$ cat src/rtl/frac_n_div.sv
module frac_n_div #(
  parameter int N_W = 16,
  parameter int K_W = 16
) (
  input  logic           clk,
  input  logic           rst,
  input  logic           en,
  input  logic [N_W-1:0] n_int,
  input  logic [K_W-1:0] k_frac,
  output logic           pulse_o,
  output logic           mod_sel_o,
  output logic [K_W-1:0] acc_o
);
  localparam logic [N_W-1:0] N_MIN = N_W'(2);
  localparam logic [N_W-1:0] ONE   = N_W'(1);

  logic [N_W-1:0] cnt_q;
  logic [N_W-1:0] n_eff;
  logic [K_W:0]   sum;

  assign n_eff   = (n_int < N_MIN) ? N_MIN : n_int;
  assign sum     = {1'b0, acc_o} + {1'b0, k_frac};
  assign pulse_o = en && (cnt_q == '0);

  always_ff @(posedge clk) begin
    if (rst) begin
      cnt_q     <= n_eff - ONE;
      acc_o     <= '0;
      mod_sel_o <= 1'b0;
    end else if (pulse_o) begin
      cnt_q     <= n_eff - ONE + N_W'(sum[K_W]);
      acc_o     <= sum[K_W-1:0];
      mod_sel_o <= sum[K_W];
    end else if (en) begin
      cnt_q     <= cnt_q - ONE;
    end
  end
endmodule

$ cat config.mk
export PLATFORM = sky130hd
export DESIGN_NAME = frac_n_div
export DESIGN_NICKNAME = d
export VERILOG_FILES = /design/src/rtl/frac_n_div.sv
export SDC_FILE = /design/constraint.sdc
export NUM_CORES = 1
export LEC_CHECK = 0
export BUFFER_PORTS_ARGS = -buffer_cell sky130_fd_sc_hd__buf_2
export CELL_PAD_IN_SITES_DETAIL_PLACEMENT = 2
export CELL_PAD_IN_SITES_GLOBAL_PLACEMENT = 2
export CORE_MARGIN = 2
export CORE_UTILIZATION = 36
export CTS_CLUSTER_DIAMETER = 200
export DETAILED_ROUTE_END_ITERATION = 12
export PLACE_DENSITY_LB_ADDON = 0.1
export SYNTH_ARGS = -nofsm -noshare
export SYNTH_HDL_FRONTEND = slang
export SYNTH_SLANG_ARGS = --single-unit
export TNS_END_PERCENT = 5
$ cat constraint.sdc
create_clock -name clk -period 8.6 [get_ports clk]
set_clock_uncertainty 0.2 [all_clocks]
set_input_delay 0.86 -clock clk [delete_from_list [all_inputs] [get_ports clk]]
set_output_delay 0.86 -clock clk [all_outputs]
set_load 0.005 [all_outputs]
==> metrics.md <==
| Metric | Value |
|---|---|
| Residual DRC | `0` |
| Initial Util | `0.3699` |
| VDD IR max | `~61 uV` |
| Largest stage delay on the critical path | `570 ps` |
| CP Launch Type | `input pin` |
| Req. time, crit path | `approximately 8400 ps` |
| DR pass1 iterations | `4` |
| Rows | `33` |
| Status | `finished, final reports clean` |
| Grt ovf | `0` |
| Mapped cell area | `a little over 3000 sq um` |
| Crit Path Max Fanout | `5` |
| RR Endpoint | `cnt_q[8]$_DFFE_PP_` |
| Post-synthesis async set-or-reset flop share | `0` |
| Tightest Pin Transition | `around 1000 ps` |
| CP cell instances | `buf_2 > or4_4 > nor3_1 > nand3_1 > nand2_1 > ha_1 > or4b_1 > or4_1 > o22ai_1 > a21oi_1 > nor4_4 > nand3_1 > mux2i_1 > a221oi_1` |
| GPL Wtd Cong | `roughly 0.8` |
| TNS Setup | `0 ps` |
| Root buffer cell | `clkbuf_8` |
| Resized cells post-CTS | `0` |
| Synthesis Warnings | `0` |
| Count of flip-flops with a built-in enable after synthesis | `16` |
| Synth Instances | `379` |
| # clock sinks | `33` |
| Routed WL per cell | `~18 um` |
| CP max-delay cell | `or4_4` |
| Reg2reg setup slack | `roughly 4200 ps` |
| Top cells by area, synth | `edfxtp_1 (16%), dfxtp_1 (11%), ha_1 (8.7%)` |
| Final ANT Viol Nets | `0` |
| Most instantiated cells after synthesis | `nor2_1 (46), a21oi_1 (38), nand2_1 (37)` |
| Core box area | `~8200 sq um` |
| Clock Latency Late Sink | `300 ps` |
| Register-to-Register Path Depth | `19` |
| Vias per inst | `about 5.6` |
| Hold crit path type | `flip-flop to flip-flop` |
| Leak | `between 1 and 1.5 nW` |
| Num ports | `between 50 and 60` |
| N_diodes | `0` |
| Reg clk slew, reported paths | `70 ps` |
| Post-synth cell types | `53` |
| Worst Hold Launch | `acc_o[0]$_SDFFE_PP0P_` |
| Unrepaired setup endpoints after global routing | `false` |
| Sequential cell area fraction in the yosys report | `0.2714` |
| Mean Syn Cell Area | `7.979 sq um` |
| Multi-input gate area | `2086 sq um` |
| Min-Delay Path Depth | `2` |
| First DRT Iteration DRCs | `just under 100` |
| Synth top area share | `0.1589` |
| Worst slew margin | `0.3368` |
| Yosys top cell by area | `edfxtp_1` |
| Pwr dens | `110.3 nW/um^2` |
| Worst min-delay path endpoint | `acc_o[0]$_SDFFE_PP0P_` |
| FF/Latch Area | `between 800 and 900 sq um` |
| Num CTS Buffers | `5` |
| Tmin final | `4863 ps` |
| Setup Crit Path Kind | `input pin to flip-flop` |
| Max-Cap Viols | `0` |
| Synth Net Count | `approximately 440` |
| Total Wirelength | `slightly above 9000 um` |
| Final slew viol count | `0` |
| Area grow syn2layout | `13.90%` |
| Largest net degree at the start of global routing | `54` |
| GRT Total Usage | `0.2174` |
| Nature of the critical path endpoint | `flip-flop` |
| Top_reg_cell synth | `dfxtp_1` |
| First-pass GRT wire length | `roughly 16000 um` |
| PortBufs | `between 50 and 60` |
| Vias in the first global route | `3180` |
| Die height | `between 90 and 100 um` |
| DR vias | `~3k` |
| Crit path top cell by count | `nand3_1` |
| # H-tree levels | `2` |
| WP data arrival | `~4700 ps` |
| Final setup vio count | `0` |
| Initial antenna violation count | `0` |
| Most common cell in the synthesized netlist | `nor2_1` |
| Hpwl dp | `slightly above 7000 um` |
| Final Hold Vio Count | `0` |
| CTS Buffer Depth | `2` |
| Die Width | `~96 um` |
| Final setup margin | `roughly 3700 ps` |
| Ratio of cells with drive above 1 in the final layout | `0.1812` |
| FMAX | `205.6 MHz` |
| Fillers | `~970` |
| Final nets | `between 400 and 500` |
| #FFs+latches synth | `33` |
| Die Area | `a little over 9000 sq um` |
| Tcrit/Tclk final | `0.5655` |
| Reg-to-reg critical path startpoint | `acc_o[0]$_SDFFE_PP0P_` |
| CTS tree | `done` |
| Postcts setup bufs | `0` |
| Setup WS pre-CTS | `about 3400 ps` |
| Hold_buf cts | `0` |
==> cell type report <==
| cell class | instances | area share |
|---|---|---|
| Clock inverter | 2 | 0.002906 |
| Clock buffer | 6 | 0.02107 |
| Sequential cell | 33 | 0.2383 |
| Inverter | 13 | 0.01417 |
| Multi-Input combinational cell | 317 | 0.6055 |
| Tap cell | 105 | 0.03814 |
| Timing Repair Buffer | 54 | 0.07991 |
==> how the worst max path moves through the flow <==
stage	end	cells after the start	slack, ps	startpoint
floorplan	cnt_q[15]$_DFFE_PP_	14	3990	n_int[9]
global placement	cnt_q[15]$_DFFE_PP_	14	3560	n_int[10]
detailed placement	cnt_q[15]$_DFFE_PP_	14	3390	n_int[10]
CTS	cnt_q[15]$_DFFE_PP_	14	3690	n_int[10]
global route	cnt_q[15]$_DFFE_PP_	14	3340	n_int[10]
finish	cnt_q[15]$_DFFE_PP_	14	3740	n_int[10]
==> report_power, final <==
part	switching [mW]	total (mW)	internal, mW
registers	0.00791	0.183	0.175
logic	0.0434	0.0750	0.0316
clock network	0.0655	0.122	0.0563
total	0.117	0.380	0.263
==> cell usage in the layout, fill, tap and decap left out, types with 2 or more instances in the layout <==
| master | n |
|---|---|
| buf_2 | 52 |
| nor2_1 | 46 |
| a21oi_1 | 38 |
| nand2_1 | 37 |
| ha_1 | 21 |
| nor3_1 | 19 |
| xnor2_1 | 17 |
| dfxtp_1 | 17 |
| xor2_1 | 16 |
| edfxtp_1 | 16 |
| o21ai_0 | 15 |
| inv_1 | 13 |
| a31oi_1 | 9 |
| nand3_1 | 7 |
| a21o_1 | 7 |
| a211oi_1 | 7 |
| nand2b_1 | 6 |
| o22a_1 | 6 |
| o21a_1 | 5 |
| clkbuf_8 | 5 |
| nand3b_1 | 4 |
| nor4_1 | 4 |
| o31ai_1 | 4 |
| and3_1 | 4 |
| o22ai_1 | 4 |
| nor2b_1 | 3 |
| or2_2 | 3 |
| or4_1 | 3 |
| nor4_4 | 3 |
| a22oi_1 | 3 |
| or3_1 | 2 |
| nand4_1 | 2 |
| or4_4 | 2 |
| or4b_1 | 2 |
| or3_4 | 2 |
| clkinv_2 | 2 |
| buf_4 | 2 |
==> state kept, by name, indices dropped and copies added, names as in the netlist <==
| signal | count |
|---|---|
| acc_o | 16 |
| mod_sel_o | 1 |
| cnt_q | 16 |
==> critical path: cells and delay by family <==
kind / cells / cell delay (ps)
adders and majority gates: 1 / 210
AOI/OAI and AO/OA: 3 / 370
buffers and inverters: 1 / 130
and+or+nand+nor: 8 / 2880
muxes: 1 / 180
==> routing by layer <==
| layer | routed length, um | share of wire | GRT usage | vias to the layer above |
|---|---|---|---|---|
| met5 | 0 | 0 | 0 | - |
| met3 | 226 | 0.024 | 0.03399 | 11 |
| met2 | 4898 | 0.53 | 0.4149 | 40 |
| li1 | - | - | - | 1473 |
| met4 | 173 | 0.019 | 0.05952 | 0 |
| met1 | 4020 | 0.43 | 0.2477 | 1446 |
==> through the flow <==
stage            util  hold slack [ps]  std cells  total power [mW]  cell area, sq um
4_1_cts        0.4213            286.0        530            0.3846              3445
5_1_grt        0.4213            312.1        530            0.4000              3445
3_5_place_dp   0.4112            274.5        522            0.2622              3362
2_1_floorplan       -            264.4        379            0.2353              3024
3_3_place_gp   0.4112            257.1        522            0.2585              3362
6_report       0.4213            280.3        530            0.3800              3445
==> cell families after synthesis <==
| kind of cell | Yosys count | share of synthesized area |
|---|---|---|
| and+or+nand+nor | 156 | 0.2747 |
| DFF | 33 | 0.2714 |
| xor gates and xnor gates | 33 | 0.09557 |
| buffers and inverters | 29 | 0.03889 |
| adders and majority gates | 22 | 0.09350 |
| muxes | 2 | 0.007033 |
| AOI/OAI and AO/OA | 104 | 0.2189 |
Power figures use the tool's default switching activity.
